`src/rtl/scan_pkg.sv`:
```
package scan_pkg;
  parameter int NUM_CH = 4;
  parameter int RES_W  = 10;
  parameter int BYTE_W = 8;

  typedef enum logic [1:0] {
    ST_IDLE  = 2'd0,
    ST_TRACK = 2'd1,
    ST_CONV  = 2'd2
  } seq_st_e;
endpackage

```
`src/rtl/code_fmt.sv`:
```
module code_fmt #(
  parameter int RES_W = scan_pkg::RES_W,
  localparam int DIFF_W = RES_W + 1
) (
  input  logic signed [DIFF_W-1:0] diff_i,
  input  logic                     single_end_i,
  input  logic                     bipolar_i,
  output logic [RES_W-1:0]         code_o
);
  localparam logic signed [DIFF_W-1:0] BIP_MAX = DIFF_W'((1 << (RES_W-1)) - 1);
  localparam logic signed [DIFF_W-1:0] BIP_MIN = -DIFF_W'(1 << (RES_W-1));

  always_comb begin
    if (single_end_i || !bipolar_i) begin
      code_o = diff_i[DIFF_W-1] ? '0 : diff_i[RES_W-1:0];
    end else if (diff_i > BIP_MAX) begin
      code_o = BIP_MAX[RES_W-1:0];
    end else if (diff_i < BIP_MIN) begin
      code_o = BIP_MIN[RES_W-1:0];
    end else begin
      code_o = diff_i[RES_W-1:0];
    end
  end
endmodule

```
`src/rtl/scan_seq.sv`:
```
module scan_seq
  import scan_pkg::*;
#(
  parameter int NUM_CH = scan_pkg::NUM_CH,
  localparam int CH_W = $clog2(NUM_CH)
) (
  input  logic            clk_i,
  input  logic            rst_ni,
  input  logic            addr_hit_i,
  input  logic            ack_fall_i,
  input  logic [CH_W-1:0] chan_sel_i,
  input  logic            single_end_i,
  input  logic            bipolar_i,
  input  logic            ref_pin_i,
  input  logic            conv_done_i,
  output logic            conv_req_o,
  output logic [CH_W-1:0] conv_ch_o,
  output logic            busy_o,
  output logic            clr_o,
  output logic            wr_en_o,
  output logic [CH_W-1:0] wr_idx_o,
  output logic            se_o,
  output logic            bip_o,
  output logic            ref_o
);
  seq_st_e         st_q;
  logic [CH_W-1:0] ch_q, last_q, lim, last_d;
  logic            se_q, bip_q, ref_q;

  // top pin lost to the reference lowers the scan ceiling by one
  always_comb begin
    lim    = ref_pin_i ? CH_W'(NUM_CH - 2) : CH_W'(NUM_CH - 1);
    last_d = (chan_sel_i > lim) ? lim : chan_sel_i;
  end

  always_ff @(posedge clk_i or negedge rst_ni) begin
    if (!rst_ni) begin
      st_q   <= ST_IDLE;
      ch_q   <= '0;
      last_q <= '0;
      se_q   <= 1'b0;
      bip_q  <= 1'b0;
      ref_q  <= 1'b0;
    end else begin
      unique case (st_q)
        ST_IDLE: if (addr_hit_i) st_q <= ST_TRACK;
        ST_TRACK: if (ack_fall_i) begin
          st_q   <= ST_CONV;
          ch_q   <= '0;
          last_q <= last_d;
          se_q   <= single_end_i;
          bip_q  <= bipolar_i;
          ref_q  <= ref_pin_i;
        end
        ST_CONV: if (conv_done_i) begin
          if (ch_q == last_q) st_q <= ST_IDLE;
          else                ch_q <= ch_q + 1'b1;
        end
        default: st_q <= ST_IDLE;
      endcase
    end
  end

  assign conv_req_o = (st_q == ST_CONV);
  assign conv_ch_o  = ch_q;
  assign busy_o     = (st_q == ST_CONV);
  assign clr_o      = (st_q == ST_TRACK) && ack_fall_i;
  assign wr_en_o    = (st_q == ST_CONV) && conv_done_i;
  assign wr_idx_o   = ch_q;
  assign se_o       = se_q;
  assign bip_o      = bip_q;
  assign ref_o      = ref_q;
endmodule

```
`src/rtl/result_store.sv`:
```
module result_store #(
  parameter int NUM_CH = scan_pkg::NUM_CH,
  parameter int RES_W  = scan_pkg::RES_W,
  parameter int BYTE_W = scan_pkg::BYTE_W,
  localparam int CH_W  = $clog2(NUM_CH),
  localparam int CNT_W = $clog2(NUM_CH + 1),
  localparam int PAD_W = 2*BYTE_W - RES_W
) (
  input  logic              clk_i,
  input  logic              rst_ni,
  input  logic              clr_i,
  input  logic              wr_en_i,
  input  logic [CH_W-1:0]   wr_idx_i,
  input  logic [RES_W-1:0]  wr_data_i,
  input  logic              busy_i,
  input  logic              rd_byte_i,
  output logic [BYTE_W-1:0] rd_data_o
);
  logic [NUM_CH*RES_W-1:0] slot_flat;
  logic [CNT_W-1:0]        cnt_q;
  logic [CH_W-1:0]         ptr_q;
  logic                    lo_q;
  logic [RES_W-1:0]        cur;
  logic                    at_end;

  for (genvar g = 0; g < NUM_CH; g++) begin : g_slot
    logic [RES_W-1:0] q;
    always_ff @(posedge clk_i or negedge rst_ni) begin
      if (!rst_ni)                                 q <= '0;
      else if (wr_en_i && wr_idx_i == CH_W'(g))    q <= wr_data_i;
    end
    assign slot_flat[g*RES_W +: RES_W] = q;
  end

  assign cur    = slot_flat[ptr_q*RES_W +: RES_W];
  assign at_end = (CNT_W'(ptr_q) + 1'b1) >= cnt_q;

  always_ff @(posedge clk_i or negedge rst_ni) begin
    if (!rst_ni) begin
      cnt_q <= '0;
      ptr_q <= '0;
      lo_q  <= 1'b0;
    end else if (clr_i) begin
      cnt_q <= '0;
      ptr_q <= '0;
      lo_q  <= 1'b0;
    end else begin
      if (wr_en_i) cnt_q <= CNT_W'(wr_idx_i) + 1'b1;
      if (rd_byte_i && !busy_i) begin
        lo_q <= !lo_q;
        if (lo_q) ptr_q <= at_end ? '0 : ptr_q + 1'b1;
      end
    end
  end

  assign rd_data_o = lo_q ? cur[BYTE_W-1:0] : {{PAD_W{1'b1}}, cur[RES_W-1:BYTE_W]};
endmodule

```
`src/rtl/scan_readback.sv`:
```
module scan_readback #(
  parameter int NUM_CH = scan_pkg::NUM_CH,
  parameter int RES_W  = scan_pkg::RES_W,
  parameter int BYTE_W = scan_pkg::BYTE_W,
  localparam int CH_W   = $clog2(NUM_CH),
  localparam int DIFF_W = RES_W + 1
) (
  input  logic                     clk_i,
  input  logic                     rst_ni,
  input  logic                     addr_hit_i,
  input  logic                     ack_fall_i,
  input  logic [CH_W-1:0]          chan_sel_i,
  input  logic                     single_end_i,
  input  logic                     bipolar_i,
  input  logic                     ref_pin_i,
  output logic                     conv_req_o,
  output logic [CH_W-1:0]          conv_ch_o,
  input  logic                     conv_done_i,
  input  logic signed [DIFF_W-1:0] conv_diff_i,
  output logic                     hold_scl_o,
  input  logic                     rd_byte_i,
  output logic [BYTE_W-1:0]        rd_data_o
);
  logic            busy, clr, wr_en, se_lat, bip_lat, ref_lat;
  logic [CH_W-1:0] wr_idx;
  logic [RES_W-1:0] code;

  scan_seq #(.NUM_CH(NUM_CH)) u_seq (
    .clk_i(clk_i), .rst_ni(rst_ni),
    .addr_hit_i(addr_hit_i), .ack_fall_i(ack_fall_i),
    .chan_sel_i(chan_sel_i), .single_end_i(single_end_i),
    .bipolar_i(bipolar_i), .ref_pin_i(ref_pin_i),
    .conv_done_i(conv_done_i),
    .conv_req_o(conv_req_o), .conv_ch_o(conv_ch_o),
    .busy_o(busy), .clr_o(clr), .wr_en_o(wr_en), .wr_idx_o(wr_idx),
    .se_o(se_lat), .bip_o(bip_lat), .ref_o(ref_lat)
  );

  code_fmt #(.RES_W(RES_W)) u_fmt (
    .diff_i(conv_diff_i), .single_end_i(se_lat),
    .bipolar_i(bip_lat), .code_o(code)
  );

  result_store #(.NUM_CH(NUM_CH), .RES_W(RES_W), .BYTE_W(BYTE_W)) u_store (
    .clk_i(clk_i), .rst_ni(rst_ni), .clr_i(clr),
    .wr_en_i(wr_en), .wr_idx_i(wr_idx), .wr_data_i(code),
    .busy_i(busy), .rd_byte_i(rd_byte_i), .rd_data_o(rd_data_o)
  );

  assign hold_scl_o = busy;
endmodule

```
`config.mk`:
```
export PLATFORM = sky130hd
export DESIGN_NAME = scan_readback
export DESIGN_NICKNAME = d
export VERILOG_FILES = /design/src/rtl/scan_pkg.sv /design/src/rtl/code_fmt.sv /design/src/rtl/scan_seq.sv /design/src/rtl/result_store.sv /design/src/rtl/scan_readback.sv
export SDC_FILE = /design/constraint.sdc
export NUM_CORES = 1
export LEC_CHECK = 0
export ABC_AREA = 1
export ABC_CLOCK_PERIOD_IN_PS = 2750
export BUFFER_PORTS_ARGS = -buffer_cell sky130_fd_sc_hd__buf_2
export CORE_ASPECT_RATIO = 1.2
export CORE_MARGIN = 2
export CORE_UTILIZATION = 50
export CTS_BUF_LIST = sky130_fd_sc_hd__clkbuf_4
export CTS_CLUSTER_DIAMETER = 40
export DETAILED_ROUTE_END_ITERATION = 10
export MAX_ROUTING_LAYER = met4
export PLACE_DENSITY = 0.75
export SYNTH_ARGS = -nofsm -noshare
export SYNTH_HDL_FRONTEND = slang
export SYNTH_SLANG_ARGS = --single-unit
```
`constraint.sdc`:
```
create_clock -name clk_i -period 2.75 [get_ports clk_i]
set_input_delay 0.55 -clock clk_i [delete_from_list [all_inputs] [get_ports clk_i]]
set_output_delay 0.55 -clock clk_i [all_outputs]
set_load 0.01 [all_outputs]
```
==> results.cfg, run 1 <==
[grt]
first_global_vias = 2323
grt_overflow_total = 0
antenna_violations_before_repair = 0
grt_pass1_wl_mm = 10.5
grt.total_usage_pct = 21.6
grt_max_degree = 25

[detailed_routing]
first_pass_iteration_count_of_the_detailed_router = 4
route.detailed.drc = 0
antenna_violating_nets_post_route = 0
vias = 2583
first_iter_violations = 201
totalWireLength_mm = 6.42
route.detailed.vias_per_inst = 5.22
routed_wire_length_per_instance_um = 13.0

[clock_network]
number_of_setup_buffers_added_after_cts = 0
cts.root.buffer_cell = sky130_fd_sc_hd__clkbuf_4
clk_pin_slew_ns = 0.15
cts.hold.buffers_added = 0
total_cts_buffers = 5
htreeDepth = 2
insertion_delay_ns = 0.37
cts-root-to-sink-buffers = 2
cts_tree = done
post_cts.resized_instances = 0
clock-sinks = 54

[synthesis]
synth.distinct_cells = 25
mappedNetlistNets = 416
syn_inst = 385
syn_std_cell_area_um2 = 2970
syn-mean-instance-area_um2 = 7.72
postSynthRegisterBits = 54
synth-warning-count = 0
synth_seq_area_share_pct = 45.5

[setup_path]
critical_path.most_common_cell = sky130_fd_sc_hd__nand2_1
crit_start = u_store.ptr_q[0]
timing.reg2reg.worst_path_depth = 7
critical_path.cell_chain = inv_1 -> a21oi_1 -> o21ai_0 -> nand2_1 -> nand2_1 -> nand2_1 -> buf_2
worst-r2r-setup-slack_ns = 0.96
critical_path.reg2reg.startpoint = u_store.ptr_q[0]
worstSetupStartpointType = flip-flop
critical-path-max-stage-delay_ns = 0.44
required_time_at_the_endpoint_of_the_critical_path_ns = 2.20
arrival_ns = 1.75
end_kind = primary output
path_max_fanout = 21
worst_path_max_delay_cell = sky130_fd_sc_hd__inv_1
crit-reg2reg-capture = u_store.ptr_q[0]
criticalPathCategory = flip-flop to primary output
termination_of_the_worst_setup_path = rd_data_o[0]

[die]
placementRows = 30
die_boundary_height_um = 88.4
coreArea_um2 = 5710
floorplan.die_area_um2 = 6580
die_w_um = 74.4
initial_utilization_pct = 52.1
count_of_pins_on_the_block_boundary = 34

[placement]
place.gp.congestion = 0.843
post-place-cells = 487
pre_cts_slack_ns = 0.890
buffer_ports.inserted = 33
hpwl_mm = 4.44

[final_layout]
post_layout_nonfiller_instances = 495
sequential_cell_area_um2 = 1350
multi_input_area_um2 = 1320
layout_area_overhead_pct = 9.01
fraction_of_layout_instances_using_a_drive_strength_above_1_pct = 14.2
nNetsFinal = 445
num-fill-cells = 555
antenna_cells = 0

[sta]
final_hold_viol_count = 0
hold-worst-slack_ns = 0.0502
timing.slew.headroom_pct = 59.8
grt_setup_unrepaired = false
min_period_ns = 2.30
report.final.slew_viol_count = 0
worst_clock_skew_ns = 0.00565
layout_worst_path_cycle_share_pct = 83.8
setup_viol_count_final = 0
final.setup.tns_ns = 0
fmax_ghz = 0.434
layout_setup_ws_ns = 0.447
worst_pin_slew_ns = 0.603

[pwr]
power.switching_fraction_pct = 43.5
ir_worst_vdd_mv = 0.454
leakage_power_summed_over_all_cells_nw = 1.76
finalPower_mw = 2.79
power.sequential.fraction_pct = 42.7
power.net_switching_mw = 1.21
portion_of_total_power_attributed_to_combinational_logic_pct = 45.0
powerDensity_nw_per_um2 = 861
pwr-share-clk_pct = 12.3
internal_power_mw = 1.57

[worst_hold_path]
hold_path_class = input pin to async pin

[status]
status = finished clean

[run]
max-cap-violations = 0
-- worst max-delay path, delay by kind of cell (launching register included) --
| family | cells | cell delay [ns] |
|---|---|---|
| flops | 1 | 0.41 |
| simple gates | 3 | 0.18 |
| buf+inv | 2 | 0.57 |
| compound gates | 2 | 0.23 |
-- worst min-delay path by stage --
stage | end | slack [ns] | depth (start not counted)
after detailed placement | u_store.g_slot[3].q[9] | 0.46 | 2
after global routing | u_seq.bip_o | 0.06 | 1
final | u_seq.se_o | 0.05 | 1
after CTS | u_seq.se_o | 0.05 | 1
after global placement | u_seq.se_o | 0.46 | 2
after floorplan | u_seq.bip_o | 0.25 | 0
-- placed cells by master, fill, tap and decap left out, drive strengths merged --
cell      instances
a21oi            22
and3              1
buf              37
clkbuf            5
clkinv            3
clkinvlp          1
dfrtp            54
ha                9
inv              57
nand2            87
nand3            51
nand3b            1
nand4             2
nor2             12
o21ai            73
-- power by group through the flow --
| stage | sequential, mW | clock (mW) | combinational (mW) |
|---|---|---|---|
| floorplan | 1.16 | 0 | 0.929 |
| global placement | 1.20 | 0 | 1.23 |
| detailed placement | 1.21 | 0 | 1.26 |
| CTS | 1.19 | 0.356 | 1.26 |
| global route | 1.22 | 0.376 | 1.44 |
| finish | 1.19 | 0.343 | 1.25 |
-- sequential cells by signal, indices dropped and copies added (netlist names) --
signal and flops:
u_seq.st_q 2, u_seq.bip_o 1, u_seq.conv_ch_o 2, u_store.ptr_q 2, u_store.lo_q 1, u_seq.last_q 2
u_store.g_slot.q 40, u_store.cnt_q 3, u_seq.se_o 1
-- metrics by stage --
stage	utilization (%)	instance area [um2]
4_1_cts	56.8	3240
5_1_grt	56.8	3240
3_5_place_dp	55.8	3180
2_1_floorplan	-	2970
3_3_place_gp	55.8	3180
6_report	56.8	3240
-- Yosys cell counts, drive strengths merged --
cell	n	area, um2
and3	1	6.26
clkbuf	9	33.8
nor2	12	81.3
buf	6	47.5
nand2	87	337
dfrtp	54	1350
o21ai	73	365
ha	9	113
inv	57	216
clkinv	1	3.75
a21oi	22	110
nand3b	1	7.51
nand3	51	285
nand4	2	12.5
-- routing by layer --
layer / up-vias / global-route usage, % / part of all wire [%]
met5: - / - / 0
met4: 0 / 9.58 / 1.6
met3: 10 / 3.30 / 4.7
met2: 74 / 34.4 / 49
met1: 1186 / 27.0 / 45
li1: 1313 / - / -
-- area by class of cell --
type                    count  area share [%]
well taps                  80            3.09
flip-flops and latches     54            41.7
clock inverters             3           0.502
clock buffers               5            1.16
inverters                  58            6.80
repair buffers             37            6.03
multi-input cells         258            40.7
-- kinds of logic (layout without fill, tap and decap cells) --
group | Yosys count | count (layout) | share of synthesized area (%)
AOI/OAI and AO/OA | 95 | 95 | 16.0
DFF | 54 | 54 | 45.5
buffers and inverters | 73 | 103 | 10.2
adders and majority gates | 9 | 9 | 3.79
and+or+nand+nor | 154 | 154 | 24.6
(Power assumes the default switching activity.)
==> inputs of run 2 (changes only) <==
- ABC_CLOCK_PERIOD_IN_PS: 2750 -> 2100
- PLACE_DENSITY: 0.75 -> 0.78
- clock period: 2.75 -> 2.1 ns (I/O delays scaled with it)
==> results.cfg, run 2 (synthesis results as in run 1) <==
[status]
status = finished clean

[sta]
final.setup.tns_ns = 0
worst_clock_skew_ns = 0.00980
layout_worst_path_cycle_share_pct = 95.2
report.final.slew_viol_count = 0
grt_setup_unrepaired = false
worst_pin_slew_ns = 0.588
final_hold_viol_count = 0
setup_viol_count_final = 0
fmax_ghz = 0.500
hold-worst-slack_ns = 0.0336
timing.slew.headroom_pct = 60.8
min_period_ns = 2.00

[setup_path]
critical_path.reg2reg.startpoint = u_store.ptr_q[0]
criticalPathCategory = flip-flop to primary output
critical_path.cell_chain = buf_4 -> a21oi_1 -> o21ai_0 -> nand2_1 -> nand2_1 -> nand2_1 -> buf_2
critical_path.most_common_cell = sky130_fd_sc_hd__nand2_1
worst-r2r-setup-slack_ns = 0.26
crit_start = u_store.ptr_q[0]
worst_path_max_delay_cell = sky130_fd_sc_hd__dfrtp_2
worstSetupStartpointType = flip-flop
critical-path-max-stage-delay_ns = 0.49
crit-reg2reg-capture = u_store.ptr_q[1]
timing.reg2reg.worst_path_depth = 7
end_kind = primary output
arrival_ns = 1.58
required_time_at_the_endpoint_of_the_critical_path_ns = 1.68
path_max_fanout = 7

[detailed_routing]
totalWireLength_mm = 6.78
wl_met3_um = 278
first_pass_iteration_count_of_the_detailed_router = 4
route.detailed.vias_per_inst = 5.24
route.detailed.drc = 0
antenna_violating_nets_post_route = 0
first_iter_violations = 200
met2_wirelength_mm = 3.31
met1Wirelength_mm = 3.10
routed_wire_length_per_instance_um = 13.5
vias = 2625
top_layer = met4

[pwr]
portion_of_total_power_attributed_to_combinational_logic_pct = 45.6
internal_power_mw = 2.15
power.sequential.fraction_pct = 42.1
ir_worst_vdd_mv = 0.731
pwr-share-clk_pct = 12.3
leakage_power_summed_over_all_cells_nw = 1.80
powerDensity_nw_per_um2 = 1140
power.net_switching_mw = 1.62
power.switching_fraction_pct = 42.9

[die]
coreArea_um2 = 5710
die_boundary_height_um = 88.4
die_w_um = 74.4
initial_utilization_pct = 52.1
placementRows = 30
count_of_pins_on_the_block_boundary = 34
floorplan.die_area_um2 = 6580

[clock_network]
htreeDepth = 2
insertion_delay_ns = 0.37
cts_tree = done
cts.root.buffer_cell = sky130_fd_sc_hd__clkbuf_4
cts-root-to-sink-buffers = 2
clock-sinks = 54
cts.hold.buffers_added = 0
total_cts_buffers = 5
clk_pin_slew_ns = 0.15

[final_layout]
layout_area_overhead_pct = 11.6
num-fill-cells = 567
top_regs = u_store.g_slot.q x40, u_store.cnt_q x3
leading_cell_type_in_the_layout_fill_and_taps_excluded = sky130_fd_sc_hd__nand2_1
max_flop_register = u_store.g_slot.q
antenna_cells = 0
fraction_of_layout_instances_using_a_drive_strength_above_1_pct = 16.9
multi_input_area_um2 = 1320
final_cell_utilization_of_the_core_pct = 58.1
layout_common_cells = sky130_fd_sc_hd__nand2_1 (85), sky130_fd_sc_hd__o21ai_0 (68), sky130_fd_sc_hd__inv_1 (54)
largest_register_ffs = 40
nNetsFinal = 452
sequential_cell_area_um2 = 1350

[placement]
buffer_ports.inserted = 33
place.gp.congestion = 0.890
hpwl_mm = 4.79

[grt]
first_global_vias = 2510
grt_max_degree = 32
grt_overflow_total = 0
grt_pass1_wl_mm = 11.5
grt.total_usage_pct = 23.3
antenna_violations_before_repair = 0

[worst_hold_path]
hold_path_class = input pin to async pin

[run]
max-cap-violations = 0
-- run 2: cell count changes in the layout (fill, tap and decap cells not counted), moves of 2 or more --
cell / change
sky130_fd_sc_hd__dfrtp_1: -2
sky130_fd_sc_hd__clkbuf_4: +2
sky130_fd_sc_hd__dfrtp_2: +2
sky130_fd_sc_hd__buf_4: +5
sky130_fd_sc_hd__clkinv_1: -2
-- run 2: layout make-up --
cell class,count,area share [%]
clock buffer,7,1.58
multi-input combinational,258,39.8
inverter,58,6.75
timing repair buffer,44,7.96
tap,80,3.02
sequential,54,40.8
-- run 2: power groups by stage --
stage                     logic, mW  registers, mW  clock network [mW]
after floorplan                1.22           1.52                   0
after global placement         1.60           1.60                   0
after detailed placement       1.65           1.62                   0
after CTS                      1.66           1.60               0.467
after global routing           1.97           1.63               0.517
final                          1.72           1.59               0.466
-- run 2: worst max-delay path: cells and delay by family, from the launching register on --
family | cells | cell delay, ns
DFF | 1 | 0.49
buffers and inverters | 2 | 0.30
AOI/OAI and AO/OA | 2 | 0.23
and+or+nand+nor | 3 | 0.21
-- run 2: per-stage QoR --
step,total power [mW],cell area (um2),setup WS (ns),std cells
floorplan,2.74,2970,0.594,385
detailed placement,3.27,3220,0.169,490
global route,4.11,3320,0.0138,501
finish,3.77,3320,0.101,501
CTS,3.73,3280,0.00384,497
global placement,3.20,3220,0.250,490
-- run 2: worst max path at each step --
stage	slack, ns	cells past startpoint	endpoint
2_1_floorplan	0.59	7	rd_data_o[1]
3_3_place_gp	0.25	6	rd_data_o[3]
3_5_place_dp	0.17	6	rd_data_o[3]
6_report	0.10	7	rd_data_o[1]
5_1_grt	0.01	7	rd_data_o[1]
4_1_cts	0.004	6	rd_data_o[3]
-- run 2: metal layers --
metal	up-vias	GRT usage, %
li1	1324	-
met1	1231	28.9
met2	62	39.5
met3	8	3.30
met4	0	6.82
met5	-	-
-- run 2: what timing repair did --
action	in CTS	in global routing
endpoints found under the setup margin	8	8
resized for setup	4	4
buffers inserted	0	4
hold endpoints to repair	0	0
==> inputs of run 3 (changes only) <==
- ABC_AREA: 1 -> not set
==> results.cfg, run 3 <==
[final_layout]
largest_register_ffs = 40
max_flop_register = u_store.g_slot.q
antenna_cells = 0
nNetsFinal = 326
multi_input_area_um2 = 1200
layout_area_overhead_pct = 12.4
fraction_of_layout_instances_using_a_drive_strength_above_1_pct = 22.3
layout_common_cells = sky130_fd_sc_hd__nand2_1 (65), sky130_fd_sc_hd__dfrtp_1 (53), sky130_fd_sc_hd__o21ai_0 (37)
post-route-cell-area_um2 = 3040
sequential_cell_area_um2 = 1350
top_regs = u_store.g_slot.q x40, u_store.cnt_q x3
num-fill-cells = 454
leading_cell_type_in_the_layout_fill_and_taps_excluded = sky130_fd_sc_hd__nand2_1
post_layout_nonfiller_instances = 358

[setup_path]
criticalPathCategory = flip-flop to primary output
critical_path.reg2reg.startpoint = u_store.ptr_q[0]
path_max_fanout = 8
crit_start = u_store.ptr_q[0]
arrival_ns = 1.86
worstSetupStartpointType = flip-flop
required_time_at_the_endpoint_of_the_critical_path_ns = 1.68
end_kind = primary output

[detailed_routing]
antenna_violating_nets_post_route = 0
routed_wire_length_per_instance_um = 14.9
vias = 1899
route.detailed.vias_per_inst = 5.30
route.detailed.drc = 0
first_iter_violations = 143
totalWireLength_mm = 5.34
first_pass_iteration_count_of_the_detailed_router = 4

[die]
die_boundary_height_um = 84.6
floorplan.die_area_um2 = 6020
die_w_um = 71.2
initial_utilization_pct = 51.4
placementRows = 29
coreArea_um2 = 5260
count_of_pins_on_the_block_boundary = 34

[sta]
timing.slew.headroom_pct = 54.2
setup_viol_count_final = 8
worst_pin_slew_ns = 0.687
final_hold_viol_count = 0
worst_clock_skew_ns = 0.00907
final.setup.tns_ns = -1.36
min_period_ns = 2.28
layout_worst_path_cycle_share_pct = 109
grt_setup_unrepaired = true
layout_setup_ws_ns = -0.183
fmax_ghz = 0.438
report.final.slew_viol_count = 0

[pwr]
power.sequential.fraction_pct = 45.9
power.net_switching_mw = 1.28
internal_power_mw = 2.49
power.switching_fraction_pct = 34.0
leakage_power_summed_over_all_cells_nw = 1.48
ir_worst_vdd_mv = 0.498
portion_of_total_power_attributed_to_combinational_logic_pct = 38.6
pwr-share-clk_pct = 15.5
powerDensity_nw_per_um2 = 1240

[clock_network]
insertion_delay_ns = 0.37
htreeDepth = 2
total_cts_buffers = 5
cts-root-to-sink-buffers = 2
cts_tree = done
cts.root.buffer_cell = sky130_fd_sc_hd__clkbuf_4
clock-sinks = 54
cts.hold.buffers_added = 0
clk_pin_slew_ns = 0.15

[synthesis]
synth-warning-count = 0
synth_seq_area_share_pct = 49.9
synth_top_area_cell = sky130_fd_sc_hd__dfrtp_1
postSynthRegisterBits = 54
syn_inst = 263
synth.distinct_cells = 31
syn-mean-instance-area_um2 = 10.3
most_numerous_cell_types_in_the_synthesized_netlist = sky130_fd_sc_hd__nand2_1 (65), sky130_fd_sc_hd__dfrtp_1 (54), sky130_fd_sc_hd__o21ai_0 (38), sky130_fd_sc_hd__inv_1 (18)
synthArstFlopShare_pct = 100
dominantRegCellSynth = sky130_fd_sc_hd__dfrtp_1
synth.top_cell.area_share_pct = 49.9
syn_std_cell_area_um2 = 2710
ys_top_cells_by_area = sky130_fd_sc_hd__dfrtp_1 (50%), sky130_fd_sc_hd__nand2_1 (9.0%), sky130_fd_sc_hd__mux4_1 (7.8%)
synth-edff-count = 0
mappedNetlistNets = 294
yosys.cell_count.top_type = sky130_fd_sc_hd__nand2_1

[grt]
grt_pass1_wl_mm = 9.32
grt.total_usage_pct = 20.3
first_global_vias = 1980
grt_max_degree = 55
antenna_violations_before_repair = 0
grt_overflow_total = 0

[placement]
buffer_ports.inserted = 33
place.gp.congestion = 0.709
place_area_um2 = 2920
pre_cts_slack_ns = -0.0345
post-place-cells = 349
hpwl_mm = 3.60

[run]
max-cap-violations = 0

[status]
violations_in_the_final_reports = negative setup slack
status = complete, but fails checks

[worst_hold_path]
hold_path_class = input pin to async pin
[run 3: layout make-up]
class | instances | area share (%)
repair buffers | 40 | 8.43
clock inverters | 2 | 1.23
well taps | 62 | 2.55
inverters | 18 | 2.22
flip-flops and latches | 54 | 44.5
multi-input cells | 176 | 39.6
clock buffers | 6 | 1.48
[run 3: worst max-delay path: stages, from the launching register on]
cell and delay, ns:
sky130_fd_sc_hd__dfrtp_2 0.56, sky130_fd_sc_hd__mux4_2 0.55, sky130_fd_sc_hd__mux2_4 0.28, sky130_fd_sc_hd__buf_6 0.12
[run 3: cells by family (layout without fill, tap and decap cells)]
logic type / Yosys count / in the layout / share of synthesized area [%]
and+or+nand+nor: 89 / 89 / 14.7
DFF: 54 / 54 / 49.9
AOI/OAI and AO/OA: 50 / 50 / 9.43
xor gates and xnor gates: 3 / 3 / 0.971
buffers and inverters: 33 / 66 / 5.41
muxes: 16 / 16 / 12.1
adders and majority gates: 18 / 18 / 7.49
[run 3: path summary, 6_finish.rpt]
check / to / slack (ns) / cells past startpoint
max: rd_data_o[1] / -0.18 / 3
min: u_seq.st_q[1] / 0.16 / 2
max reg2reg: u_store.ptr_q[0] / 0.12 / 7
min reg2reg: u_store.g_slot[1].q[0] / 0.50 / 2
max in group asynchronous: u_store.ptr_q[0] / 1.45 / 2
min in group clk_i: u_seq.se_o / 0.23 / 3
[run 3: power by group through the flow]
stage                     logic, mW  clock network [mW]  registers (mW)
after detailed placement       1.29                   0            1.73
after global placement         1.23                   0            1.70
final                          1.45               0.585            1.73
after floorplan                1.01                   0            1.60
after global routing           1.65               0.630            1.79
after CTS                      1.38               0.596            1.72
[run 3: metrics by stage]
step / hold slack (ns) / total power [mW] / utilization (%)
finish: 0.157 / 3.77 / 57.8
global route: 0.192 / 4.07 / 57.8
CTS: 0.169 / 3.69 / 57.0
detailed placement: 0.464 / 3.01 / 55.4
global placement: 0.456 / 2.93 / 55.4
floorplan: 0.124 / 2.60 / -
[run 3: what timing repair did]
item                                    CTS  global route
gates resized for setup                  12             7
setup buffers                             1             0
endpoints found under the setup margin   10            10
[run 3: per-layer routing]
layer  GRT usage, %  routed length [um]
met5              -                   0
met4           5.66                  64
met3           2.88                 150
met2           34.0                2700
met1           25.6                2420
